--- src/rtl/dtc_pkg.sv ---
package dtc_pkg;

  localparam int CNT_W  = 32;
  localparam int HALF_W = CNT_W / 2;

  // word index of each register (address bits 4:2)
  localparam logic [2:0] IDX_RELOAD = 3'd0;
  localparam logic [2:0] IDX_COUNT  = 3'd1;
  localparam logic [2:0] IDX_CTRL   = 3'd2;
  localparam logic [2:0] IDX_CLEAR  = 3'd3;
  localparam logic [2:0] IDX_RAW    = 3'd4;
  localparam logic [2:0] IDX_MASKED = 3'd5;
  localparam logic [2:0] IDX_BGRLD  = 3'd6;

  typedef struct packed {
    logic       run;       // bit 7
    logic       periodic;  // bit 6
    logic       inten;     // bit 5
    logic [1:0] psel;      // bits 3:2
    logic       w32;       // bit 1
    logic       oneshot;   // bit 0
  } dtc_ctrl_t;

  localparam dtc_ctrl_t CTRL_RESET = '{run: 1'b0, periodic: 1'b0, inten: 1'b1,
                                       psel: 2'b00, w32: 1'b0, oneshot: 1'b0};

  function automatic dtc_ctrl_t f_unpack_ctrl(input logic [7:0] b);
    dtc_ctrl_t c;
    c.run      = b[7];
    c.periodic = b[6];
    c.inten    = b[5];
    c.psel     = b[3:2];
    c.w32      = b[1];
    c.oneshot  = b[0];
    return c;
  endfunction

  function automatic logic [7:0] f_pack_ctrl(input dtc_ctrl_t c);
    return {c.run, c.periodic, c.inten, 1'b0, c.psel, c.w32, c.oneshot};
  endfunction

  // bits of the count that take part in counting
  function automatic logic [CNT_W-1:0] f_active_mask(input logic w32);
    return w32 ? {CNT_W{1'b1}} : {{HALF_W{1'b0}}, {HALF_W{1'b1}}};
  endfunction

  // replace only the active bits of 'keep' with those of 'nv'
  function automatic logic [CNT_W-1:0] f_merge(input logic w32,
                                               input logic [CNT_W-1:0] keep,
                                               input logic [CNT_W-1:0] nv);
    logic [CNT_W-1:0] m;
    m = f_active_mask(w32);
    return (keep & ~m) | (nv & m);
  endfunction

endpackage

--- src/rtl/dtc_prescale.sv ---
module dtc_prescale #(
  parameter int DIV_A_LOG = 4,
  parameter int DIV_B_LOG = 8
) (
  input  logic       clk,
  input  logic       rst_n,
  input  logic       run,
  input  logic [1:0] psel,
  output logic       tick
);
  localparam int PRE_W = (DIV_B_LOG > DIV_A_LOG) ? DIV_B_LOG : DIV_A_LOG;
  localparam logic [PRE_W-1:0] MASK_A = PRE_W'((1 << DIV_A_LOG) - 1);
  localparam logic [PRE_W-1:0] MASK_B = PRE_W'((1 << DIV_B_LOG) - 1);

  logic [PRE_W-1:0] pre_q;
  logic             wrap_a, wrap_b;

  always_ff @(posedge clk or negedge rst_n) begin
    if (!rst_n) pre_q <= '0;
    else        pre_q <= pre_q + 1'b1;
  end

  assign wrap_a = (pre_q & MASK_A) == MASK_A;
  assign wrap_b = (pre_q & MASK_B) == MASK_B;

  always_comb begin
    unique case (psel)
      2'b00:   tick = run;
      2'b01:   tick = run & wrap_a;
      default: tick = run & wrap_b;  // 10 and the undefined 11 alike
    endcase
  end
endmodule

--- src/rtl/dtc_counter.sv ---
module dtc_counter
  import dtc_pkg::*;
(
  input  logic             clk,
  input  logic             rst_n,
  input  logic             tick,
  input  logic             w32,
  input  logic             periodic,
  input  logic             oneshot,
  input  logic [CNT_W-1:0] reload_val,
  input  logic             ld_wr,
  input  logic [CNT_W-1:0] ld_data,
  input  logic             rearm,
  output logic [CNT_W-1:0] cnt,
  output logic             hit,
  output logic             expired
);
  logic [CNT_W-1:0] cnt_q, cnt_d, act, refill;
  logic             exp_q, exp_d, at_zero, at_one, parked;

  assign act     = cnt_q & f_active_mask(w32);
  assign at_zero = (act == '0);
  assign at_one  = (act == CNT_W'(1));
  assign parked  = oneshot & exp_q;
  assign hit     = tick & ~ld_wr & at_one;
  assign refill  = periodic ? reload_val : {CNT_W{1'b1}};

  always_comb begin
    cnt_d = cnt_q;
    exp_d = exp_q;
    if (ld_wr) begin
      cnt_d = f_merge(w32, cnt_q, ld_data);
      if ((ld_data & f_active_mask(w32)) != '0) exp_d = 1'b0;
    end else if (tick) begin
      if (at_zero) begin
        if (!parked) cnt_d = f_merge(w32, cnt_q, refill);
      end else begin
        cnt_d = f_merge(w32, cnt_q, act - 1'b1);
        if (at_one && oneshot) exp_d = 1'b1;
      end
    end
    if (rearm) exp_d = 1'b0;
  end

  always_ff @(posedge clk or negedge rst_n) begin
    if (!rst_n) begin
      cnt_q <= {CNT_W{1'b1}};
      exp_q <= 1'b0;
    end else begin
      cnt_q <= cnt_d;
      exp_q <= exp_d;
    end
  end

  assign cnt     = cnt_q;
  assign expired = exp_q;
endmodule

--- src/rtl/dtc_channel.sv ---
module dtc_channel
  import dtc_pkg::*;
#(
  parameter int DIV_A_LOG = 4,
  parameter int DIV_B_LOG = 8
) (
  input  logic        clk,
  input  logic        rst_n,
  input  logic [4:0]  reg_addr,
  input  logic        reg_wr,
  input  logic [31:0] reg_wdata,
  output logic [31:0] reg_rdata,
  output logic        irq
);
  dtc_ctrl_t        ctrl_q;
  logic [CNT_W-1:0] reload_q, cnt;
  logic             ris_q, tick, hit, expired;
  logic             ld_wr, bg_wr, clr_wr, ctl_wr, rearm;
  logic [2:0]       idx;
  logic [1:0]       addr_lsb_unused;

  assign idx             = reg_addr[4:2];
  assign addr_lsb_unused = reg_addr[1:0];

  // named write events
  assign ld_wr  = reg_wr & (idx == IDX_RELOAD);
  assign bg_wr  = reg_wr & (idx == IDX_BGRLD);
  assign clr_wr = reg_wr & (idx == IDX_CLEAR);
  assign ctl_wr = reg_wr & (idx == IDX_CTRL);
  assign rearm  = ctl_wr & reg_wdata[7];

  always_ff @(posedge clk or negedge rst_n) begin
    if (!rst_n) begin
      ctrl_q   <= CTRL_RESET;
      reload_q <= '0;
      ris_q    <= 1'b0;
    end else begin
      if (ctl_wr)          ctrl_q   <= f_unpack_ctrl(reg_wdata[7:0]);
      if (ld_wr || bg_wr)  reload_q <= reg_wdata;
      if (hit)             ris_q    <= 1'b1;
      else if (clr_wr)     ris_q    <= 1'b0;
    end
  end

  dtc_prescale #(.DIV_A_LOG(DIV_A_LOG), .DIV_B_LOG(DIV_B_LOG)) u_pre (
    .clk  (clk),
    .rst_n(rst_n),
    .run  (ctrl_q.run),
    .psel (ctrl_q.psel),
    .tick (tick)
  );

  dtc_counter u_cnt (
    .clk       (clk),
    .rst_n     (rst_n),
    .tick      (tick),
    .w32       (ctrl_q.w32),
    .periodic  (ctrl_q.periodic),
    .oneshot   (ctrl_q.oneshot),
    .reload_val(reload_q),
    .ld_wr     (ld_wr),
    .ld_data   (reg_wdata),
    .rearm     (rearm),
    .cnt       (cnt),
    .hit       (hit),
    .expired   (expired)
  );

  assign irq = ris_q & ctrl_q.inten;

  always_comb begin
    unique case (idx)
      IDX_RELOAD, IDX_BGRLD: reg_rdata = reload_q;
      IDX_COUNT:             reg_rdata = cnt;
      IDX_CTRL:              reg_rdata = {24'd0, f_pack_ctrl(ctrl_q)};
      IDX_RAW:               reg_rdata = {31'd0, ris_q};
      IDX_MASKED:            reg_rdata = {31'd0, irq};
      default:               reg_rdata = '0;
    endcase
  end
endmodule

--- config.mk ---
export PLATFORM = sky130hd
export DESIGN_NAME = dtc_channel
export DESIGN_NICKNAME = d
export VERILOG_FILES = /design/src/rtl/dtc_pkg.sv /design/src/rtl/dtc_prescale.sv /design/src/rtl/dtc_counter.sv /design/src/rtl/dtc_channel.sv
export SDC_FILE = /design/constraint.sdc
export NUM_CORES = 1
export LEC_CHECK = 0
export ABC_AREA = 1
export BUFFER_PORTS_ARGS = -buffer_cell sky130_fd_sc_hd__buf_2
export CORE_MARGIN = 4
export CORE_UTILIZATION = 59
export CTS_CLUSTER_DIAMETER = 150
export CTS_CLUSTER_SIZE = 24
export DETAILED_ROUTE_END_ITERATION = 8
export HOLD_SLACK_MARGIN = 0.1
export PLACE_DENSITY = 0.81
export SYNTH_ARGS = -nofsm -noshare
export SYNTH_HDL_FRONTEND = slang
export SYNTH_HIERARCHICAL = 1
export SYNTH_SLANG_ARGS = --single-unit
--- constraint.sdc ---
create_clock -name clk -period 2.6 [get_ports clk]
set_input_delay 0.52 -clock clk [delete_from_list [all_inputs] [get_ports clk]]
set_output_delay 0.52 -clock clk [all_outputs]
set_load 0.05 [all_outputs]
# ---- Word level (Yosys, flattened, before mapping)
# Index checks and enable logic that the tools add are counted.
dict set report classes {
  eq_ne 13
  n_bitwise 21
  n_mux 16
  addsub 2
  n_reduce_logical 13
}
# cell count
set op_table {}
lappend op_table {{$mux 32} 6}
lappend op_table {{$and 32x32->32} 5}
lappend op_table {{$pmux 32 s5} 1}
lappend op_table {{$or 32x32->32} 3}
lappend op_table {{$eq 32x1->1 const B} 1}
lappend op_table {{$logic_not 32->1} 1}
lappend op_table {{$not 32->32} 1}
lappend op_table {{$reduce_bool 32->1} 1}
lappend op_table {{$sub 32x1->32 const B} 1}
lappend op_table {{$and 1x1->1} 11}
lappend op_table {{$eq 3x3->1 const B} 3}
lappend op_table {{$add 8x1->8 const B} 1}
lappend op_table {{$eq 8x8->1 const B} 1}
lappend op_table {{$mux 1} 8}
lappend op_table {{$eq 3x2->1 const B} 2}
lappend op_table {{$ne 3x3->1 const B} 2}
lappend op_table {{$reduce_bool 3->1} 2}
lappend op_table {{$eq 4x4->1 const B} 1}
lappend op_table {{$reduce_and 4->1} 1}
lappend op_table {{$reduce_bool 2->1} 2}
lappend op_table {{$eq 3x1->1 const B} 1}
lappend op_table {{$logic_not 3->1} 1}
lappend op_table {{$ne 3x1->1 const B} 1}
lappend op_table {{$eq 2x1->1 const B} 1}
lappend op_table {{7 further kinds} 7}
dict set report word_totals {
  word_cells 76
  in_bits 40
  register_bits 81
}

# ---- Logic depth before layout (Yosys ltp)
# Gate-level depths: netlist (run 1).
dict set report depth {
  ltp_word 9
  ltp_mapped 16
  depth_no_buf 14
}

# ---- Modules after synthesis
# The synthesis (run 1) kept the hierarchy.
# module area_each_um2 seq_area_each_um2 n_inst cells_each
set by_module_without_submodules {}
lappend by_module_without_submodules {dtc_counter 3443.3 865.8 1 611}
lappend by_module_without_submodules {dtc_channel 2063.2 1002.2 1 301}
lappend by_module_without_submodules {dtc_prescale 371.6 200.2 1 38}

# ---- Worst setup path before layout (run 1)
# Ideal clock, no wire load.
dict set report synth_timing {
  kind {input-to-output}
  start {input reg_addr[4]}
  end {output reg_rdata[1]}
  arrival_ns 1.492
  setup_slack_ns 0.588
  path_buffers 1
  t_required_ns 2.080
  stages 6
  path_cell_list {nor2_1 -> nand2_1 -> inv_1 -> clkbuf_1 -> nand2_1 -> nand3_1}
}
dict set report synth_via {
  elab_chain_len 3
  elab_cells_between_ends 8
  cone_classes {5 x eq/ne; 1 x mux; 2 x reduce/logical}
}
# element line
set synth_lines {}
lappend synth_lines {{start: declaration} dtc_channel.sv:9} ;# input logic [4:0] reg_addr,
lappend synth_lines {{$eq 3x3->1 or $logic_not 3->1 (tied branches)} dtc_channel.sv:72} ;# unique case (idx)
lappend synth_lines {{$reduce_or 2->1} dtc_channel.sv:72}
lappend synth_lines {{$pmux 32 s5 *} dtc_channel.sv:72}
lappend synth_lines {{end: declaration} dtc_channel.sv:12} ;# output logic [31:0] reg_rdata,
# Every way passes the cells marked *; elsewhere a longest branch is shown, timed or not.

# ---- Final worst setup path (run 1)
dict set report layout_timing {
  start {register ctrl_q[1] in the netlist's numbering}
  end {register u_cnt.cnt_q[3] (netlist: u_cnt/cnt[3])}
}
dict set report layout_via {
  elab_chain_len 6
  elab_cells_between_ends 8
  cone_classes {1 x eq/ne; 4 x mux; 1 x bitwise; 2 x reduce/logical}
}
# element line
set layout_lines {}
lappend layout_lines {{start: declaration} dtc_channel.sv:15} ;# dtc_ctrl_t ctrl_q;
lappend layout_lines {{start signal: assignment} dtc_channel.sv:38} ;# if (ctl_wr) ctrl_q <= f_unpack_ctrl(reg_wdata[7:0]);
lappend layout_lines {{$mux 32 *} dtc_pkg.sv:44} ;# return w32 ? {CNT_W{1'b1}} : {{HALF_W{1'b0}}, {HALF_W{1'b1}}};
lappend layout_lines {{$and 32x32->32 *} dtc_counter.sv:21} ;# assign act = cnt_q & f_active_mask(w32);
lappend layout_lines {{$logic_not 32->1 *} dtc_counter.sv:22} ;# assign at_zero = (act == '0);
lappend layout_lines {{$mux 32} dtc_counter.sv:35} ;# if (at_zero) begin
lappend layout_lines {{$mux 32} dtc_counter.sv:34} ;# end else if (tick) begin
lappend layout_lines {{$mux 32} dtc_counter.sv:31} ;# if (ld_wr) begin
lappend layout_lines {{end signal: assignment} dtc_counter.sv:47} ;# cnt_q <= {CNT_W{1'b1}};
lappend layout_lines {{end signal: assignment} dtc_counter.sv:50} ;# cnt_q <= cnt_d;
lappend layout_lines {{end: declaration} dtc_counter.sv:18} ;# logic [CNT_W-1:0] cnt_q, cnt_d, act, refill;
# Every way passes the cells marked *; elsewhere a longest branch is shown, timed or not. The select of a mux whose other input is x is not followed.
# A chain may end at the register's enable or synchronous reset.

==> results.cfg, run 1 <==
[grt]
grt_pass1_wl_um = 28940
grt_use_total = 0.3181
grt_pass1_vias = 5774
grt_start_max_net_pins = 51
antenna_found_initial = 0
overflow = 0

[layout]
final_area_um2 = 6648
fillers = 958
drive_above_1_share = 0.1772
diodes = 0
fin_cells = 1160
fin_nets = 1065
syn_to_final_growth_pct = 13.09
fin_util = 0.6833

[pwr]
p_switching_w = 0.002740
power.internal_w = 0.003139
powerDensity_nw_per_um2 = 884.4
p_leak_nw = 3.760
p_clk_frac = 0.179
combPwrFrac = 0.461
irDropWorstVdd_uv = 455.8
p_sw_frac = 0.4660
p_seq_frac = 0.361

[timing]
fmax_mhz = 409.1
final.setup.worst_slack_ns = 0.1559
fin_crit_ns = 2.444
setup_viol = 0
slew_violations = 0
relSlewSlack = 0.2128
grt_setup_unrepaired = false
fin_setup_tns_ns = 0
finalCritPeriodShare = 0.9400
hold_viol_final = 0
clock_skew_ns = 0.01062
worst_pin_slew_ns = 1.176

[synthesis]
synth_compound_area_frac = 0.04002
yosysWarnings = 6
synth_fp_nets = 993
synth_area_um2 = 5878
ys_seq_area_frac = 0.3519
avgSynthCellArea_um2 = 6.188
synth_seq_cells = 81
yosysTopAreaCell = nand2_1
synthAdderAreaFrac = 0.006386
synth_area_leaders = nand2_1 (28%), dfrtp_1 (20%), dfstp_2 (15%)
synth_xor_area_frac = 0.01639
synth_top_family_by_area = simple AND/OR/NAND/NOR gates
ys_types = 34
synth-simple-area-share = 0.4960
synth_mux_area_frac = 0
netlist.area_leader.share = 0.2791
netlist_instances = 950

[cts]
cts_setup_buffers = 0
cts_sinks = 81
htree_num_levels = 3
clockRootBuffer = clkbuf_8
clk_pin_slew_ns = 0.09
cts_tree = done
clk_latency_ns = 0.37
cts_buffer_depth = 2
numCtsBuffers = 9
cts_resized = 0

[setup_path]
end_kind = register
rr_worst_depth = 13
cp.arrival_ns = 2.76
cp_slowest_cell = dfrtp_1
cp_cell_sequence = buf_12, buf_4, nand2_2, nand2_1, nor2_2, nand2_2, nor2_4, buf_4, nand2_1, buf_4, o21ai_0, nand2_1, nand2_1
path_delay_family = simple AND/OR/NAND/NOR gates
crit_type = register to register
required_ns = 2.91
cp-start-kind = register
crit_top_cell = nand2_1
r2r_slack_ns = 0.16
r2r_start = ctrl_q[1]
cp_max_fo = 18
cpPeakStageDelay_ns = 0.51
critPathLaunch = ctrl_q[1]
r2r_end = u_cnt/cnt[3]
cp_num_buf_inv = 4

[routing]
drt_iter0_markers = 672
wl_per_cell_um = 15.69
drt_pass1_iterations = 6
route.detailed.drc = 0
wl_um = 18200
drtAntennaViolNets = 0
vias_per_cell = 5.468
vias = 6343

[floorplanning]
io_pins = 73
start_util = 0.6042
dieArea_um2 = 11620
num_rows = 36
core_area_um2 = 9729
dieHeight_um = 107.8
die_x_um = 107.8

[worst_hold_path]
worst_hold_path.endpoint = reload_q[22]
min-delay-start = reg_wdata[22]
min_path_type = input port to register
hold_depth = 3

[flow_run]
max_cap_violations = 0

[place]
hpwl_um = 13130
gp_congestion = 1.024
dpl_cell_area_um2 = 6420
port_buffers = 70
dp.cells = 1143
place_ws_ns = 0.2347

[status]
status = complete, no violations
-- worst min-delay path, stage by stage --
cell and delay, ns:
buf_2 0.09, nand2_1 0.05, nand2_1 0.04
-- cell usage after synthesis --
library cell / count
nand2_1: 437
nor2_1: 104
nand3_1: 90
inv_1: 82
dfrtp_1: 48
dfstp_2: 33
o21ai_0: 21
nand2_2: 15
clkbuf_1: 14
nand3b_1: 13
buf_2: 12
nand4_1: 10
xor2_1: 10
buf_6: 7
nor3_1: 7
a21oi_1: 6
nor2_2: 6
nor2_4: 4
or2_2: 4
ha_1: 3
nand3_2: 3
o21ai_2: 3
o21bai_1: 3
clkinv_1: 2
inv_2: 2
o211ai_1: 2
o21ai_1: 2
a21o_1: 1
buf_1: 1
buf_4: 1
nor3b_1: 1
o211ai_2: 1
o22ai_1: 1
xnor2_1: 1
-- timing repair --
item	in CTS	in global routing
setup endpoints to repair	0	0
endpoints found under the hold margin	14	0
hold buffers	1	0
-- logic make-up (layout without fill, tap and decap cells) --
group | Yosys count | after routing
AO/OA/AOI/OAI | 40 | 40
buffers and inverters | 121 | 198
adder cells (fa/ha/maj) | 3 | 3
XOR/XNOR | 11 | 11
flip-flops | 81 | 81
AND/OR/NAND/NOR | 694 | 694
-- cells in the final DEF (no fill, tap or decap), types with 15 or more instances in the layout --
cell       n
o21ai_0   21
inv_1     82
dfstp_2   33
buf_2     69
buf_4     23
dfrtp_1   48
nand2_1  437
nor2_1   104
nand3_1   90
nand2_2   15
-- layer usage --
| layer | wire length (um) | GRT usage | share of wire |
|---|---|---|---|
| met1 | 7946 | 0.4635 | 0.44 |
| met2 | 8174 | 0.4880 | 0.45 |
| met3 | 1762 | 0.05219 | 0.097 |
| met4 | 317 | 0.09017 | 0.017 |
| met5 | 0 | 0 | 0 |
-- stage by stage --
stage / total power, W / hold slack (ns)
2_1_floorplan: 0.004028 / 0.2244
3_3_place_gp: 0.004715 / 0.4664
3_5_place_dp: 0.004761 / 0.4799
4_1_cts: 0.005822 / 0.3530
5_1_grt: 0.006300 / 0.3681
6_report: 0.005879 / 0.3625
-- worst max path at each step --
stage | end | slack, ns | cells past startpoint
2_1_floorplan | reg_rdata[1] | 0.59 | 6
3_3_place_gp | u_cnt/cnt[15] | 0.28 | 13
3_5_place_dp | u_cnt/cnt[3] | 0.23 | 13
4_1_cts | u_cnt/cnt[3] | 0.21 | 13
5_1_grt | u_cnt/cnt[0] | 0.02 | 14
6_report | u_cnt/cnt[3] | 0.16 | 13
-- power by group through the flow --
stage | combinational [W] | clock [W] | sequential (W)
CTS | 0.00265 | 0.00106 | 0.00211
floorplan | 0.00203 | 0 | 0.00200
global placement | 0.00259 | 0 | 0.00212
detailed placement | 0.00263 | 0 | 0.00213
global route | 0.00302 | 0.00112 | 0.00217
finish | 0.00271 | 0.00105 | 0.00212
-- sequential cells by signal, summed over array words and instances (netlist names) --
name / flops
u_pre/pre_q: 8
u_cnt/expired: 1
reload_q: 32
u_cnt/cnt: 32
ris_q: 1
ctrl_q: 7
-- area by class of cell --
cell class,count,area [um^2],area share
clock inverter,7,93.84,0.01412
multi-input combinational,748,3284,0.4941
inverter,86,322.8,0.04856
sequential,81,2068,0.3111
tap,133,166.4,0.02503
clock buffer,9,123.9,0.01863
timing repair buffer,96,588.1,0.08846
Power figures use the tool's default switching activity.
==> inputs of run 2 (changes only) <==
- ABC_AREA: 1 -> default
==> results.cfg, run 2 <==
[status]
status = complete, no violations

[synthesis]
synth_edf_count = 0
synth_compound_area_frac = 0.2365
netlist_instances = 547
synth_flop_cell = dfrtp_1
synth_mux_area_frac = 0.1224
yosysMostFrequentCell = dfrtp_1
synth_xor_area_frac = 0.02782
ys_types = 73
netlist.area_leader.share = 0.2226
synth_area_um2 = 5396
synth-simple-area-share = 0.1771
ys_seq_area_frac = 0.3833
yosysTopAreaCell = dfrtp_1
avgSynthCellArea_um2 = 9.865
synth_area_leaders = dfrtp_1 (22%), dfstp_2 (16%), mux2_4 (8.3%)
synth_seq_cells = 81
async_reset_ff_frac = 1.000
synthAdderAreaFrac = 0.006956
yosysWarnings = 6
synth_fp_nets = 590
synth_top_family_by_area = compound AO/OA/AOI/OAI gates
ys_top_cells_by_count = dfrtp_1 (48), nand2_1 (40), nor2_1 (36)

[pwr]
power.total_w = 0.005712
powerDensity_nw_per_um2 = 901.7
power.internal_w = 0.003357
p_sw_frac = 0.4124
p_switching_w = 0.002356
irDropWorstVdd_uv = 541.1
combPwrFrac = 0.415
p_seq_frac = 0.403
p_leak_nw = 2.633
p_clk_frac = 0.183

[setup_path]
r2r_slack_ns = 0.15
r2r_start = u_cnt/cnt[17]
crit_type = register to register
cp_slowest_cell = nor4_1
required_ns = 2.85
path_delay_family = simple AND/OR/NAND/NOR gates
cpPeakStageDelay_ns = 0.51
end_kind = register
rr_worst_depth = 8
critPathLaunch = u_cnt/cnt[17]
cp-start-kind = register
cp_cell_sequence = nor4_1, nand2_1, o31ai_2, buf_4, a31oi_1, buf_4, and2_1, o311ai_1
cp.arrival_ns = 2.70
cp_num_buf_inv = 2
crit_top_cell = buf_4
r2r_end = u_cnt/cnt[4]
cp_max_fo = 10

[grt]
overflow = 0
grt_pass1_vias = 5177
grt_start_max_net_pins = 49
antenna_found_initial = 0
grt_use_total = 0.2951
grt_pass1_wl_um = 25930

[cts]
cts_setup_buffers = 0
clk_latency_ns = 0.35
cts_buffer_depth = 2
cts_sinks = 81
numCtsBuffers = 9
htree_num_levels = 3
cts_tree = done
clockRootBuffer = clkbuf_8
clk_pin_slew_ns = 0.09

[worst_hold_path]
min_path_type = input port to async pin

[layout]
fin_cells = 746
final_area_um2 = 6335
syn_to_final_growth_pct = 17.39
diodes = 0
final_common_cell = buf_2
drive_above_1_share = 0.3605
mostFrequentLayoutCells = buf_2 (69), dfrtp_1 (48), nand2_1 (40), buf_4 (38), nor2_1 (36)
fin_nets = 676

[routing]
drt_iter0_markers = 438
wl_um = 15920
vias_per_cell = 6.839
drt_pass1_iterations = 5
route.detailed.drc = 0
wl_per_cell_um = 21.34
drtAntennaViolNets = 0
vias = 5102

[timing]
clock_skew_ns = 0.008936
fin_crit_ns = 2.449
slew_violations = 0
fmax_mhz = 408.3
grt_setup_unrepaired = false
worst_pin_slew_ns = 0.5688
hold_viol_final = 0
finalCritPeriodShare = 0.9420
setup_viol = 0
relSlewSlack = 0.6173
fin_setup_tns_ns = 0

[place]
gp_congestion = 0.9356
port_buffers = 70
dp.cells = 730
dpl_cell_area_um2 = 6095
hpwl_um = 11170

[flow_run]
max_cap_violations = 0

[floorplanning]
num_rows = 34
io_pins = 73
dieArea_um2 = 10740
dieHeight_um = 103.6
die_x_um = 103.6
core_area_um2 = 8806
start_util = 0.6128
## run 2: area by class of cell
type / instances / area, um^2
multi-input combinational: 415 / 3110
fill: 651 / 2471
sequential: 81 / 2068
timing repair buffer: 113 / 750.7
clock buffer: 11 / 141.4
tap: 108 / 135.1
clock inverter: 5 / 80.08
inverter: 13 / 48.80
## run 2: power groups by stage
stage | combinational [W] | clock, W | sequential (W)
2_1_floorplan | 0.00180 | 0 | 0.00211
3_3_place_gp | 0.00223 | 0 | 0.00227
3_5_place_dp | 0.00230 | 0 | 0.00229
4_1_cts | 0.00232 | 0.00106 | 0.00228
5_1_grt | 0.00255 | 0.00112 | 0.00237
6_report | 0.00237 | 0.00104 | 0.00230
## run 2: kinds of logic after synthesis
kind of cell | after synthesis
AO/OA/AOI/OAI | 174
AND/OR/NAND/NOR | 174
flip-flops | 81
buffers and inverters | 51
multiplexers | 49
XOR/XNOR | 15
adder cells (fa/ha/maj) | 3
## run 2: metrics by stage
step | hold WS, ns | util | worst slack (ns)
2_1_floorplan | 0.2244 | - | 0.1688
3_3_place_gp | 0.4562 | 0.6921 | 0.2112
3_5_place_dp | 0.4774 | 0.6921 | 0.1413
4_1_cts | 0.1106 | 0.7172 | 0.1108
5_1_grt | 0.1184 | 0.7194 | 0.04415
6_report | 0.1007 | 0.7194 | 0.1509
## run 2: what timing repair did
item,in CTS,in global routing
hold endpoints to repair,0,0
hold buffers,0,0
endpoints found under the setup margin,0,30
gates resized for setup,0,5
## run 2: layer usage
layer / routed length [um] / global-route usage / vias up / part of all wire
met5: 0 / 0 / - / 0
met4: 627 / 0.1292 / 0 / 0.039
met3: 1329 / 0.05410 / 65 / 0.083
met2: 7726 / 0.5051 / 294 / 0.49
met1: 6239 / 0.3649 / 2465 / 0.39
li1: - / - / 2278 / -
## run 2: worst max path at each step
stage                                to  slack, ns  cells past startpoint
after floorplan            reg_rdata[0]       0.17                      4
after global placement     u_cnt/cnt[4]       0.21                      7
after detailed placement   u_cnt/cnt[4]       0.14                      9
after CTS                  u_cnt/cnt[4]       0.11                      9
after global routing      u_cnt/cnt[14]       0.04                      9
final                      u_cnt/cnt[4]       0.15                      8
